<file path="config.mk">
export PLATFORM = sky130hd
export DESIGN_NAME = irq_cause_bank
export DESIGN_NICKNAME = d
export VERILOG_FILES = /design/src/rtl/irq_bank_pkg.sv /design/src/rtl/icb_bus_decode.sv /design/src/rtl/icb_cause_array.sv /design/src/rtl/icb_mask_reg.sv /design/src/rtl/irq_cause_bank.sv
export SDC_FILE = /design/constraint.sdc
export NUM_CORES = 1
export LEC_CHECK = 0
export BUFFER_PORTS_ARGS = -buffer_cell sky130_fd_sc_hd__buf_2
export CELL_PAD_IN_SITES_DETAIL_PLACEMENT = 1
export CELL_PAD_IN_SITES_GLOBAL_PLACEMENT = 2
export CORE_MARGIN = 2
export CORE_UTILIZATION = 36
export CTS_CLUSTER_DIAMETER = 30
export DETAILED_ROUTE_END_ITERATION = 8
export HOLD_SLACK_MARGIN = 0.12
export PLACE_DENSITY_LB_ADDON = 0.08
export SKIP_CTS_REPAIR_TIMING = 1
export SLEW_MARGIN = 25
export SYNTH_ARGS = -nofsm -noshare
export SYNTH_HDL_FRONTEND = slang
export SYNTH_SLANG_ARGS = --single-unit
</file>
<file path="constraint.sdc">
create_clock -name clk -period 5.5 [get_ports clk]
set_input_delay 0.275 -clock clk [delete_from_list [all_inputs] [get_ports clk]]
set_output_delay 0.275 -clock clk [all_outputs]
set_load 0.01 [all_outputs]
</file>
<file path="src/rtl/irq_bank_pkg.sv">
// Shared definitions for the interrupt cause/mask bank.
// Assumes a 3-bit word index selects one of seven registers (offset 7 unused).
package irq_bank_pkg;

    localparam int ICB_ADDR_W = 3;

    typedef enum logic [ICB_ADDR_W-1:0] {
        OFS_CLR_STYLE = 3'd0,
        OFS_CAUSE     = 3'd1,
        OFS_MASKED    = 3'd2,
        OFS_CAUSE_SET = 3'd3,
        OFS_MASK      = 3'd4,
        OFS_MASK_SET  = 3'd5,
        OFS_MASK_CLR  = 3'd6,
        OFS_SPARE     = 3'd7
    } icb_ofs_e;

    typedef struct packed {
        logic rd_any;
        logic rd_cause;
        logic rd_masked;
        logic wr_style;
        logic wr_cause;
        logic wr_masked;
        logic wr_set;
        logic wr_mask;
        logic wr_mask_set;
        logic wr_mask_clr;
    } icb_strobe_t;

endpackage

</file>
<file path="src/rtl/icb_bus_decode.sv">
// Turns a single-cycle bus access into one-hot register strobes.
// Assumes sel qualifies wr and addr; offset 7 produces no write strobe.
module icb_bus_decode
    import irq_bank_pkg::*;
(
    input  logic                  sel_i,
    input  logic                  wr_i,
    input  logic [ICB_ADDR_W-1:0] addr_i,
    output icb_strobe_t           stb_o
);

    icb_ofs_e ofs;
    logic     rd_acc;
    logic     wr_acc;

    // Classify the access and select the addressed register.
    always_comb begin
        ofs               = icb_ofs_e'(addr_i);
        rd_acc            = sel_i & ~wr_i;
        wr_acc            = sel_i & wr_i;
        stb_o             = '0;
        stb_o.rd_any      = rd_acc;
        stb_o.rd_cause    = rd_acc & (ofs == OFS_CAUSE);
        stb_o.rd_masked   = rd_acc & (ofs == OFS_MASKED);
        stb_o.wr_style    = wr_acc & (ofs == OFS_CLR_STYLE);
        stb_o.wr_cause    = wr_acc & (ofs == OFS_CAUSE);
        stb_o.wr_masked   = wr_acc & (ofs == OFS_MASKED);
        stb_o.wr_set      = wr_acc & (ofs == OFS_CAUSE_SET);
        stb_o.wr_mask     = wr_acc & (ofs == OFS_MASK);
        stb_o.wr_mask_set = wr_acc & (ofs == OFS_MASK_SET);
        stb_o.wr_mask_clr = wr_acc & (ofs == OFS_MASK_CLR);
    end

endmodule

</file>
<file path="src/rtl/icb_cause_array.sv">
// Holds the clear-style control register and the cause bits.
// For each line: a set beats any clear in the same cycle. A style-0 bit
// clears on a written one. A style-1 bit clears on an accepted cause read,
// or on a masked-cause read while it is unmasked.
// Assumes at most one strobe from the decoder is active per cycle.
module icb_cause_array
    import irq_bank_pkg::*;
#(
    parameter int NUM_LINES = 32
) (
    input  logic                 clk,
    input  logic                 rst_n,
    input  icb_strobe_t          stb_i,
    input  logic [NUM_LINES-1:0] wdata_i,
    input  logic [NUM_LINES-1:0] hw_event_i,
    input  logic [NUM_LINES-1:0] mask_i,
    output logic [NUM_LINES-1:0] style_q_o,
    output logic [NUM_LINES-1:0] cause_q_o,
    output logic [NUM_LINES-1:0] cause_d_o
);

    logic [NUM_LINES-1:0] style_q;
    logic [NUM_LINES-1:0] cause_q;
    logic [NUM_LINES-1:0] cause_d;

    // Clear-style control register, written whole.
    always_ff @(posedge clk) begin
        if (!rst_n)              style_q <= '0;
        else if (stb_i.wr_style) style_q <= wdata_i;
    end

    for (genvar i = 0; i < NUM_LINES; i++) begin : g_line
        logic set_i;
        logic clr_wr_i;
        logic clr_rd_i;

        // Work out the set and the two clear sources for this line.
        always_comb begin
            set_i    = hw_event_i[i] | (stb_i.wr_set & wdata_i[i]);
            clr_wr_i = ~style_q[i] & wdata_i[i] & (stb_i.wr_cause | stb_i.wr_masked);
            clr_rd_i = style_q[i] & (stb_i.rd_cause | (stb_i.rd_masked & ~mask_i[i]));
            cause_d[i] = set_i | (cause_q[i] & ~(clr_wr_i | clr_rd_i));
        end

        // Cause bit storage.
        always_ff @(posedge clk) begin
            if (!rst_n) cause_q[i] <= 1'b0;
            else        cause_q[i] <= cause_d[i];
        end
    end

    assign style_q_o = style_q;
    assign cause_q_o = cause_q;
    assign cause_d_o = cause_d;

endmodule

</file>
<file path="src/rtl/icb_mask_reg.sv">
// Mask register with a whole-word write port plus separate bitwise set and
// clear ports. Assumes only one of the three write strobes is high per cycle.
module icb_mask_reg
    import irq_bank_pkg::*;
#(
    parameter int NUM_LINES = 32
) (
    input  logic                 clk,
    input  logic                 rst_n,
    input  icb_strobe_t          stb_i,
    input  logic [NUM_LINES-1:0] wdata_i,
    output logic [NUM_LINES-1:0] mask_q_o,
    output logic [NUM_LINES-1:0] mask_d_o
);

    logic [NUM_LINES-1:0] mask_q;
    logic [NUM_LINES-1:0] mask_d;

    // Next mask value from whichever port is being written.
    always_comb begin
        mask_d = mask_q;
        if (stb_i.wr_mask)     mask_d = wdata_i;
        if (stb_i.wr_mask_set) mask_d = mask_q | wdata_i;
        if (stb_i.wr_mask_clr) mask_d = mask_q & ~wdata_i;
    end

    // Mask storage.
    always_ff @(posedge clk) begin
        if (!rst_n) mask_q <= '0;
        else        mask_q <= mask_d;
    end

    assign mask_q_o = mask_q;
    assign mask_d_o = mask_d;

endmodule

</file>
<file path="src/rtl/irq_cause_bank.sv">
// Top of the interrupt cause/mask bank: decode, cause and mask storage,
// read mux with registered data, and registered interrupt output.
// Assumes single-cycle bus accesses. Read data is loaded on the accepting
// edge and holds until the next read.
module irq_cause_bank
    import irq_bank_pkg::*;
#(
    parameter int NUM_LINES = 32
) (
    input  logic                  clk,
    input  logic                  rst_n,
    input  logic [NUM_LINES-1:0]  hw_event_i,
    input  logic                  bus_sel_i,
    input  logic                  bus_wr_i,
    input  logic [ICB_ADDR_W-1:0] bus_addr_i,
    input  logic [NUM_LINES-1:0]  bus_wdata_i,
    output logic [NUM_LINES-1:0]  bus_rdata_o,
    output logic                  irq_o
);

    icb_strobe_t          stb;
    logic [NUM_LINES-1:0] style_q;
    logic [NUM_LINES-1:0] cause_q;
    logic [NUM_LINES-1:0] cause_d;
    logic [NUM_LINES-1:0] mask_q;
    logic [NUM_LINES-1:0] mask_d;
    logic [NUM_LINES-1:0] rd_mux;
    logic [NUM_LINES-1:0] rdata_q;
    logic                 irq_q;

    icb_bus_decode u_decode (
        .sel_i  (bus_sel_i),
        .wr_i   (bus_wr_i),
        .addr_i (bus_addr_i),
        .stb_o  (stb)
    );

    icb_cause_array #(.NUM_LINES(NUM_LINES)) u_cause (
        .clk        (clk),
        .rst_n      (rst_n),
        .stb_i      (stb),
        .wdata_i    (bus_wdata_i),
        .hw_event_i (hw_event_i),
        .mask_i     (mask_q),
        .style_q_o  (style_q),
        .cause_q_o  (cause_q),
        .cause_d_o  (cause_d)
    );

    icb_mask_reg #(.NUM_LINES(NUM_LINES)) u_mask (
        .clk      (clk),
        .rst_n    (rst_n),
        .stb_i    (stb),
        .wdata_i  (bus_wdata_i),
        .mask_q_o (mask_q),
        .mask_d_o (mask_d)
    );

    // Select read data; write-only and spare offsets read as zero.
    always_comb begin
        unique case (icb_ofs_e'(bus_addr_i))
            OFS_CLR_STYLE: rd_mux = style_q;
            OFS_CAUSE:     rd_mux = cause_q;
            OFS_MASKED:    rd_mux = cause_q & ~mask_q;
            OFS_MASK:      rd_mux = mask_q;
            default:       rd_mux = '0;
        endcase
    end

    // Capture the pre-clear read value on an accepted read.
    always_ff @(posedge clk) begin
        if (!rst_n)          rdata_q <= '0;
        else if (stb.rd_any) rdata_q <= rd_mux;
    end

    // Interrupt request follows the masked cause being loaded this edge.
    always_ff @(posedge clk) begin
        if (!rst_n) irq_q <= 1'b0;
        else        irq_q <= |(cause_d & ~mask_d);
    end

    assign bus_rdata_o = rdata_q;
    assign irq_o       = irq_q;

endmodule

</file>
== After elaboration in Yosys (flattened, before gate mapping) ==
Cells that the tools add are included.

* Memories: 0
* Bits in latches: 0
* Bits in registers: 129
* Output and inout port bits: 33
* Input port bits: 71
* Memory bits (read-only): 0
* Logic and storage cells: 484
* Bits in writable memories: 0

* Multipliers: 0
* Multiplexer cells: 4
* Equal/unequal tests: 6
* Divide/modulo/power cells: 0
* Add/sub/neg operators: 0
* Reductions and logical operators: 2
* Bitwise gates (word level): 436
* Order comparisons: 0
* Shift-type cells: 0

{| class="wikitable"
|+ Operators by type and width
! kind !! count
|-
| 1-bit AND || 203
|-
| 1-bit bitwise OR || 129
|-
| 32-bit one-hot mux with 4 select lines || 1
|-
| 1-bit NOT || 97
|-
| 32-bit AND || 3
|-
| 32-bit two-way mux || 3
|-
| 32-bit NOT || 3
|-
| 32-bit bitwise OR || 1
|-
| 32-bit OR reduction || 1
|-
| 3-bit equality test (second input constant) || 3
|-
| 3-bit by 2-bit equality test with 1-bit output (second input constant) || 2
|-
| 3-bit by 1-bit equality test with 1-bit output (second input constant) || 1
|-
| 3-bit zero test || 1
|}

== Logic depth before layout (Yosys ltp) ==
Gate-level depths: netlist (run 1).

* Depth in word-level cells: 12
* Gate-level depth with buffers: 11
* Mapped depth without buffers: 7

== Cells and area by module ==
From an unflattened synthesis (run 1), not the netlist that was laid out.

* Cell total of the unflattened synthesis: 1021
* Area, all modules: 8804.7 um^2

{| class="wikitable"
|+ Modules (own cells, without submodules)
! module !! cells each !! instances !! area each (um^2) !! sequential area each (um^2)
|-
| icb_cause_array || 380 || 1 || 3644.7 || 1281.2
|-
| irq_cause_bank || 382 || 1 || 2677.6 || 660.6
|-
| icb_mask_reg || 242 || 1 || 2373.5 || 640.6
|-
| icb_bus_decode || 17 || 1 || 108.9 || 0.0
|}

== Worst setup path before layout (run 1) ==
Ideal clock, no wire load.

* Path type: input to register
* Start point: input bus_addr_i[2]
* End point: register irq_q (netlist: irq_o)
* Path buffers: 1
* Library setup time: 0.120 ns
* Stages: 8
* Path slack: 3.343 ns
* Data arrival time: 2.037 ns
* Data required time: 5.380 ns
* Cells stage by stage: nand3b_1 nor2_1 buf_2 nand3b_1 a31oi_1 o22ai_1 or4_1 o31a_1

* Longest elaborated chain between the ends: 11
* Elaborated cells between the ends (all ways): 341
* Classes of those cells: 6 x eq/ne; 3 x mux; 331 x bitwise; 1 x reduce/logical

{| class="wikitable"
|+ Ends and longest elaborated chain
! what !! line !! text
|-
| start: declaration || irq_cause_bank.sv:15 || <nowiki>input logic [ICB_ADDR_W-1:0] bus_addr_i,</nowiki>
|-
| 3-bit by 2-bit equality test with 1-bit output || icb_bus_decode.sv:24, icb_bus_decode.sv:27 ||
|-
| 1-bit AND || icb_bus_decode.sv:24 || <nowiki>stb_o.rd_masked = rd_acc & (ofs == OFS_MASKED);</nowiki>
|-
| 1-bit AND || icb_cause_array.sv:41 || <nowiki>clr_rd_i = style_q[i] & (stb_i.rd_cause | (stb_i.rd_masked & ~mask_i[i]));</nowiki>
|-
| 1-bit bitwise OR || icb_cause_array.sv:41 ||
|-
| 1-bit AND || icb_cause_array.sv:41 ||
|-
| 1-bit bitwise OR || icb_cause_array.sv:42 || <nowiki>cause_d[i] = set_i | (cause_q[i] & ~(clr_wr_i | clr_rd_i));</nowiki>
|-
| 1-bit NOT || icb_cause_array.sv:42 ||
|-
| 1-bit AND || icb_cause_array.sv:42 ||
|-
| 1-bit bitwise OR || icb_cause_array.sv:42 ||
|-
| 32-bit AND * || irq_cause_bank.sv:79 || <nowiki>else irq_q <= |(cause_d & ~mask_d);</nowiki>
|-
| 32-bit OR reduction * || irq_cause_bank.sv:79 ||
|-
| end signal: assignment || irq_cause_bank.sv:79 ||
|-
| end: declaration || irq_cause_bank.sv:29 || <nowiki>logic irq_q;</nowiki>
|}

Mark *: on every way between the ends. The rest lies on a longest branch, timed or not.
A chain may end at the register's enable or synchronous reset.

== Worst setup path in the final report (run 1) ==
Same ends and word-level chain as after synthesis.

==> out/metrics.cfg, run 1 <==
[routing]
viasPerCell = 5.93
num_vias = 7319
drt-pass1-iter-count = 5
initialDrtViolationCount = 585
ant_nets = 0
route.detailed.drc = 0
wl_um = 28800
drt-wirelength-per-cell_um = 23.3

[clock_network]
cts_tree = built
clockBufferDepth = 2
clkSlewWorstSetupHoldPaths_ns = 0.06
clock_latency_ns = 0.43
cts_sinks = 129
root_buffer = clkbuf_16
numCtsBuffers = 17
htree_levels = 4

[place]
dpl.cell_count = 1202
hpwl_um = 18600
io_buffers = 103
gp_congestion = 0.851

[finish]
seqCellArea_um2 = 2580
fin_nets = 1032
final_common_cell = nand2_1
final_cell_mix = nand2_1, dfxtp_1, buf_2
drive_gt1_frac = 0.178
multiInputGateArea_um2 = 4070
antenna-diode-count = 0
area_growth_pct = 19.9
fin_cells = 1234
nFillCells = 2354

[die]
coreArea_um2 = 18900
io_pins = 104
row_count = 50
dieArea_um2 = 20600
die_h_um = 143
initial_core_util = 0.370
dieWidth_um = 143

[critical_path]
cp.arrival_ns = 3.39
endpoint_kind = register
reg2regPathDepth = 6
crit_slowest_cell = or4_1
required_ns = 5.82
crit_fanout = 24
critical_path.cell_chain = buf_2 -> and3b_1 -> and3_1 -> buf_4 -> a21o_1 -> a31oi_1 -> o22ai_1 -> or4_1 -> o31a_1
cp-start-kind = input pin
max_stage_delay_ns = 0.61
crit_type = in2reg

[worst_hold_path]
hold_class = in2reg
holdPathStages = 3

[pwr]
ir_worst_vdd_uv = 225
power_density_nw_per_um2 = 308
p_leak_nw = 2.98

[grt]
grt_pass1_vias = 7575
grt_max_degree = 89
grt_pass1_wl_um = 44100
antenna_found_initial = 0
grt-ovfl-total = 0
gr-usage-all-layers = 0.283

[sta]
setup_viol = 0
tightest_slew_ns = 0.925
min_period_ns = 3.07
final_hold_viol_count = 0
skew_ns = 0.00594
fmax_ghz = 0.326
rsz0062_at_grt = no
tns_ns = 0
period_share = 0.558
slew_viol_final = 0
slew_headroom = 0.383

[job]
maxCapViolations = 0

[logic_synthesis]
synthCells = 891
syn_area_um2 = 6990
synth_cell_types = 51
synth_edf_count = 0
syn_avg_cell_area_um2 = 7.85
postSynthRegisterBits = 129
synth_nets = 962
yosysTopAreaCell = dfxtp_1
ys_seq_area_frac = 0.369
synth.top_cell.area_share = 0.369
ys_async_sr_fraction = 0
synth_area_leaders = dfxtp_1, nand2_1, a21oi_1, o21ai_0, nor2b_1
yosys_warnings = 0
synth_flop_cell = dfxtp_1

[run_status]
outcome = complete, no violations

==> logic make-up after synthesis <==
group | synth area share
buffers and inverters | 0.0526
adders and majority gates | 0.00143
DFF | 0.369
AOI/OAI and AO/OA | 0.337
and+or+nand+nor | 0.238
xor gates and xnor gates | 0.00250
==> registers in the layout, summed over array words and instances, names as in the netlist <==
name,flops
bus_rdata_o,32
u_cause.cause_q_o,32
u_cause.style_q_o,32
u_mask.mask_q_o,32
irq_o,1
==> synth_stat cells (2+ instances only) <==
cell / count
nand2_1: 131
dfxtp_1: 129
a21oi_1: 87
o21ai_0: 85
clkbuf_1: 59
nor2b_1: 55
a21boi_0: 43
a22oi_1: 41
nand3b_1: 41
and2_1: 36
a22o_1: 25
inv_1: 16
a31oi_1: 13
a221o_1: 10
nand3_1: 10
buf_1: 9
o22ai_1: 9
a21o_1: 8
nor3b_1: 7
o211ai_1: 7
a31o_2: 6
buf_2: 6
o41ai_1: 6
nor4b_1: 5
o311ai_0: 4
a221oi_1: 3
a32oi_1: 3
nand2b_1: 3
nor2_1: 3
and3_1: 2
buf_6: 2
nand4_1: 2
nand4b_1: 2
nor3_1: 2
nor4_1: 2
o31a_1: 2
o41a_1: 2
or3_1: 2
==> path summary, 6_finish.rpt <==
check / start / endpoint / slack (ns)
min: bus_wdata_i[2] / u_cause.style_q_o[2]$_SDFFE_PN0P_ / 0.13
min reg2reg: u_cause.style_q_o[2]$_SDFFE_PN0P_ / u_cause.style_q_o[2]$_SDFFE_PN0P_ / 0.51
max reg2reg: u_cause.style_q_o[11]$_SDFFE_PN0P_ / irq_o$_SDFF_PN0_ / 3.31
max: bus_addr_i[2] / irq_o$_SDFF_PN0_ / 2.43
==> worst max-delay path: cells and delay by family <==
family	cells	cell delay (ns)
compound gates	4	0.84
buf+inv	2	0.84
simple gates	3	1.41
==> per-layer routing <==
layer,vias to the layer above,routed length (µm),part of all wire,track usage
li1,3381,-,-,-
met3,47,1490,0.052,0.0503
met2,229,13600,0.47,0.475
met5,-,0,0,0
met1,3662,13000,0.45,0.368
met4,0,620,0.022,0.0924
==> layout make-up <==
cell class / instances / share of cell area
Sequential cell: 129 / 0.308
Tap cell: 260 / 0.0388
Clock inverter: 10 / 0.0215
Multi-Input combinational cell: 670 / 0.485
Inverter: 16 / 0.00716
Timing Repair Buffer: 127 / 0.0829
Clock buffer: 22 / 0.0565
==> metrics by stage <==
stage / hold slack [ns] / setup slack [ns] / util / instance area [µm²] / power, W
6_report: 0.134 / 2.43 / 0.444 / 8390 / 0.00258
5_1_grt: 0.121 / 2.33 / 0.444 / 8390 / 0.00266
4_1_cts: 0.126 / 2.45 / 0.444 / 8390 / 0.00259
3_5_place_dp: 0.499 / 2.00 / 0.409 / 7730 / 0.00130
3_3_place_gp: 0.485 / 1.95 / 0.409 / 7730 / 0.00129
2_1_floorplan: 0.420 / 3.34 / - / 6990 / 0.00117
==> power by group <==
group | switching [W] | total, W | internal (W)
combinational | 0.000192 | 0.000299 | 0.000107
sequential | 0.0000246 | 0.000988 | 0.000963
clock | 0.000456 | 0.00129 | 0.000838
total | 0.000672 | 0.00258 | 0.00191
No activity file was read; power rests on OpenSTA's default activity.
==> inputs of run 2 (changes only) <==
- CORE_UTILIZATION: 36 -> 30
- clock period: 5.5 -> 2.6 ns (I/O delays scaled with it)
==> out/metrics.cfg, run 2 (same netlist as run 1, synthesis figures left out) <==
[die]
initial_core_util = 0.307  ; was 0.370
dieArea_um2 = 24600  ; was 20600 µm²
io_pins = 104  ; unchanged
coreArea_um2 = 22800  ; was 18900 µm²
die_h_um = 157  ; was 143 µm
dieWidth_um = 157  ; was 143 µm
row_count = 55  ; was 50

[critical_path]
critical_path.cell_chain = nor4b_1 -> a31oi_1 -> a221o_1 -> a222oi_1 -> buf_4 -> nand4_1 -> o31a_1  ; was buf_2 -> and3b_1 -> and3_1 -> buf_4 -> a21o_1 -> a31oi_1 -> o22ai_1 -> or4_1 -> o31a_1
path_buf_inv = 1  ; was 2
rr_startpoint = u_cause.style_q_o[11]$_SDFFE_PN0P_  ; unchanged
crit_path_start = u_cause.style_q_o[11]$_SDFFE_PN0P_  ; was bus_addr_i[2]
endpoint_kind = register  ; unchanged
crit_fanout = 4  ; was 24
critPathTopFamily = compound AO/OA/AOI/OAI gates  ; was simple AND/OR/NAND/NOR gates
required_ns = 2.91  ; was 5.82 ns
cp-start-kind = register  ; was input pin
crit_slowest_cell = a222oi_1  ; was or4_1
cp.arrival_ns = 2.65  ; was 3.39 ns
max_stage_delay_ns = 0.57  ; was 0.61 ns
crit_type = reg2reg  ; was in2reg

[finish]
seqCellArea_um2 = 2580  ; unchanged
multiInputGateArea_um2 = 4080  ; was 4070 µm²
drive_gt1_frac = 0.190  ; was 0.178
fin_nets = 1120  ; was 1032
nFillCells = 2744  ; was 2354
final_cell_mix = nand2_1, dfxtp_1, buf_2  ; unchanged
final_core_util = 0.405  ; was 0.444
area_growth_pct = 32.0  ; was 19.9%
final_common_cell = nand2_1  ; unchanged
antenna-diode-count = 0  ; unchanged
design_area_um2 = 9230  ; was 8390 µm²

[sta]
rsz0062_at_grt = no  ; unchanged
skew_ns = 0.0105  ; was 0.00594 ns
period_share = 0.901
tightest_slew_ns = 0.840  ; was 0.925 ns
setup_viol = 0  ; unchanged
fmax_ghz = 0.427
slew_headroom = 0.440  ; was 0.383
min_period_ns = 2.34
slew_viol_final = 0  ; unchanged
final_hold_viol_count = 0  ; unchanged

[grt]
antenna_found_initial = 0  ; unchanged
grt-ovfl-total = 0  ; unchanged
grt_max_degree = 130  ; was 89
grt_pass1_vias = 7826  ; was 7575
gr-usage-all-layers = 0.240  ; was 0.283
grt_pass1_wl_um = 44800  ; was 44100 µm

[pwr]
intPower_w = 0.00364  ; was 0.00191 W
p_leak_nw = 3.34  ; was 2.98 nW
fin_total_pwr_w = 0.00512  ; was 0.00258 W
p_sw_w = 0.00149  ; was 0.000672 W
ir_worst_vdd_uv = 330  ; was 225 µV
switching_share = 0.290  ; was 0.260
p_clk_frac = 0.447  ; was 0.501
pwr-share-comb = 0.145  ; was 0.116
power_density_nw_per_um2 = 555  ; was 308 nW/µm²
pwr-share-seq = 0.408  ; was 0.383

[run_status]
outcome = complete, no violations  ; unchanged

[worst_hold_path]
hold_class = in2reg  ; unchanged
holdCritStartpoint = hw_event_i[7]  ; was bus_wdata_i[2]

[clock_network]
clockBufferDepth = 2  ; unchanged
cts_sinks = 129  ; unchanged
cts_tree = built  ; unchanged
root_buffer = clkbuf_16  ; unchanged
clock_latency_ns = 0.43  ; about the same
numCtsBuffers = 17  ; unchanged
htree_levels = 4  ; unchanged
clkSlewWorstSetupHoldPaths_ns = 0.06  ; about the same

[job]
maxCapViolations = 0  ; unchanged

[place]
hpwl_um = 19800  ; was 18600 µm
io_buffers = 103  ; unchanged
gp_congestion = 0.828  ; was 0.851
place_area_um2 = 8080  ; was 7730 µm²

[routing]
drt-pass1-iter-count = 6  ; was 5
drt-wirelength-per-cell_um = 21.6  ; was 23.3 µm
ant_nets = 0  ; unchanged
wl_um = 29700  ; was 28800 µm
viasPerCell = 5.53  ; was 5.93
route.detailed.drc = 0  ; unchanged
num_vias = 7600  ; was 7319
initialDrtViolationCount = 476  ; was 585

[run 2: cell types whose count changed in the layout (fill, tap and decap cells not counted), moves of 2 or more]
cell | before | now
buf_12 | 0 | 5
buf_4 | 24 | 47
bufinv_16 | 5 | 0
clkbuf_1 | 2 | 0
clkinv_2 | 3 | 1
clkinv_4 | 0 | 2
clkinvlp_4 | 2 | 6
dlygate4sd3_1 | 0 | 60
inv_6 | 0 | 4
[run 2: final timing paths]
check	endpoint	slack (ns)	cells after the start
max	irq_o$_SDFF_PN0_	0.26	7
min	u_cause.cause_q_o[7]$_SDFF_PN0_	0.07	3
min reg2reg	u_cause.style_q_o[31]$_SDFFE_PN0P_	0.51	2
max reg2reg	irq_o$_SDFF_PN0_	0.26	7
[run 2: metrics by stage]
step | hold WS [ns] | setup TNS (ns) | setup WS (ns) | std cells
finish | 0.0708 | 0 | 0.257 | 1375
CTS | -0.0274 | 0 | 0.299 | 1315
floorplan | 0.275 | 0 | 0.588 | 891
global placement | 0.404 | -0.128 | -0.128 | 1283
global route | 0.122 | 0 | 0.182 | 1375
detailed placement | 0.418 | -0.107 | -0.107 | 1283
[run 2: routing by layer]
layer,vias to the layer above,part of all wire,track usage
li1,3557,-,-
met2,218,0.49,0.416
met3,57,0.042,0.0377
met4,0,0.025,0.101
met5,-,0,0
met1,3768,0.45,0.296
[run 2: power by group through the flow]
stage	logic (W)	clock network [W]	registers, W
6_report	0.000742	0.00229	0.00209
5_1_grt	0.000804	0.00243	0.00210
4_1_cts	0.000669	0.00235	0.00209
3_5_place_dp	0.000665	0	0.00213
3_3_place_gp	0.000650	0	0.00213
2_1_floorplan	0.000356	0	0.00212
[run 2: tightest hold or removal path, cell delays in order]
cell	delay [ns]
buf_2	0.08
a21oi_1	0.05
a21boi_0	0.18
[run 2: layout make-up]
| type | count | share of cell area |
|---|---|---|
| clock buffer | 19 | 0.0491 |
| clock inverter | 13 | 0.0111 |
| inverter | 16 | 0.00650 |
| multi-input combinational | 670 | 0.441 |
| sequential | 129 | 0.280 |
| tap | 313 | 0.0424 |
| timing repair buffer | 215 | 0.170 |
==> inputs of run 3 (changes only) <==
- MAX_ROUTING_LAYER: unset -> met4
==> out/metrics.cfg, run 3 (same netlist as run 1, synthesis figures left out) <==
[critical_path]
required_ns = 2.91  ; about the same
cp-start-kind = register  ; unchanged
cp.arrival_ns = 2.66  ; was 2.65 ns
critical_path.cell_chain = nor4b_1 -> a31oi_1 -> a221o_1 -> a222oi_1 -> buf_4 -> nand4_1 -> o31a_1  ; unchanged
endpoint_kind = register  ; unchanged
crit_type = reg2reg  ; unchanged
crit_slowest_cell = a222oi_1  ; unchanged
crit_fanout = 4  ; unchanged
max_stage_delay_ns = 0.57  ; about the same

[sta]
fmax_ghz = 0.425  ; was 0.427 GHz
whs_ns = 0.0814  ; was 0.0708 ns
setup_viol = 0  ; unchanged
final_hold_viol_count = 0  ; unchanged
skew_ns = 0.0105  ; about the same
tns_ns = 0  ; unchanged
rsz0062_at_grt = no  ; unchanged
slew_viol_final = 0  ; unchanged
min_period_ns = 2.35  ; was 2.34 ns
period_share = 0.904  ; was 0.901
tightest_slew_ns = 0.843  ; was 0.840 ns
slew_headroom = 0.438  ; was 0.440

[finish]
final_cell_mix = nand2_1, dfxtp_1, buf_2  ; unchanged
antenna-diode-count = 0  ; unchanged
final_core_util = 0.405  ; unchanged
nFillCells = 2744  ; unchanged
area_growth_pct = 32.0  ; unchanged
design_area_um2 = 9230  ; unchanged
multiInputGateArea_um2 = 4080  ; unchanged
seqCellArea_um2 = 2580  ; unchanged
fin_nets = 1120  ; unchanged
drive_gt1_frac = 0.190  ; unchanged
final_common_cell = nand2_1  ; unchanged

[clock_network]
clockBufferDepth = 2  ; unchanged
root_buffer = clkbuf_16  ; unchanged
cts_sinks = 129  ; unchanged
numCtsBuffers = 17  ; unchanged
htree_levels = 4  ; unchanged
clock_latency_ns = 0.43  ; about the same
cts_tree = built  ; unchanged
clkSlewWorstSetupHoldPaths_ns = 0.06  ; about the same

[routing]
initialDrtViolationCount = 494  ; was 476
viasPerCell = 5.52  ; was 5.53
route.detailed.drc = 0  ; unchanged
ant_nets = 0  ; unchanged
drt-pass1-iter-count = 5  ; was 6
drt-wirelength-per-cell_um = 21.5  ; was 21.6 µm
num_vias = 7585  ; was 7600
wl_um = 29600  ; was 29700 µm

[place]
gp_congestion = 0.841  ; was 0.828
place_area_um2 = 8080  ; unchanged
io_buffers = 103  ; unchanged
hpwl_um = 19800  ; unchanged

[die]
dieWidth_um = 157  ; unchanged
die_h_um = 157  ; unchanged
coreArea_um2 = 22800  ; unchanged
io_pins = 104  ; unchanged
row_count = 55  ; unchanged
initial_core_util = 0.307  ; unchanged
dieArea_um2 = 24600  ; unchanged

[grt]
grt_max_degree = 130  ; unchanged
grt_pass1_wl_um = 44800  ; unchanged
grt_pass1_vias = 7824  ; was 7826
antenna_found_initial = 0  ; unchanged
grt-ovfl-total = 0  ; unchanged
gr-usage-all-layers = 0.247  ; was 0.240

[run_status]
outcome = complete, no violations  ; unchanged

[pwr]
p_leak_nw = 3.34  ; unchanged
power_density_nw_per_um2 = 554  ; was 555 nW/µm²
fin_total_pwr_w = 0.00512  ; about the same
ir_worst_vdd_uv = 331  ; was 330 µV

[worst_hold_path]
hold_class = in2reg  ; unchanged

[job]
maxCapViolations = 0  ; unchanged

## run 3: metrics by stage
step                      setup WS, ns  std cells
after global routing             0.182       1375
after CTS                        0.299       1315
after detailed placement        -0.107       1283
final                            0.250       1375
after floorplan                  0.588        891
after global placement          -0.128       1283
## run 3: path summary, 6_finish.rpt
path                                         to  slack (ns)                          startpoint  depth (start not counted)
max                            irq_o$_SDFF_PN0_        0.25  u_cause.style_q_o[11]$_SDFFE_PN0P_                          7
min             u_cause.cause_q_o[7]$_SDFF_PN0_        0.08                       hw_event_i[7]                          3
max reg2reg                    irq_o$_SDFF_PN0_        0.25  u_cause.style_q_o[11]$_SDFFE_PN0P_                          7
min reg2reg  u_cause.style_q_o[31]$_SDFFE_PN0P_        0.51  u_cause.style_q_o[31]$_SDFFE_PN0P_                          2
## run 3: cell type report
class,instances,area share
well taps,313,0.0424
multi-input cells,670,0.441
clock inverters,13,0.0111
flip-flops and latches,129,0.280
clock buffers,19,0.0491
inverters,16,0.00650
repair buffers,215,0.170
## run 3: metal layers
layer | vias up | global-route usage | wire length, µm
li1 | 3560 | - | -
met2 | 225 | 0.417 | 14300
met5 | - | - | 0
met1 | 3744 | 0.296 | 13200
met3 | 56 | 0.0368 | 1400
met4 | 0 | 0.101 | 746
## run 3: critical path, delay by kind of cell (launching register included)
family | cells | cell delay, ns
buf+inv | 1 | 0.22
flops | 1 | 0.35
simple gates | 2 | 0.41
compound gates | 4 | 1.26
## run 3: where the power goes
group	internal, W	switching (W)	leakage [nW]	total [W]
Combinational	0.000318	0.000422	2.03	0.000740
Clock	0.00128	0.00101	0.255	0.00229
Sequential	0.00204	0.0000526	1.05	0.00209
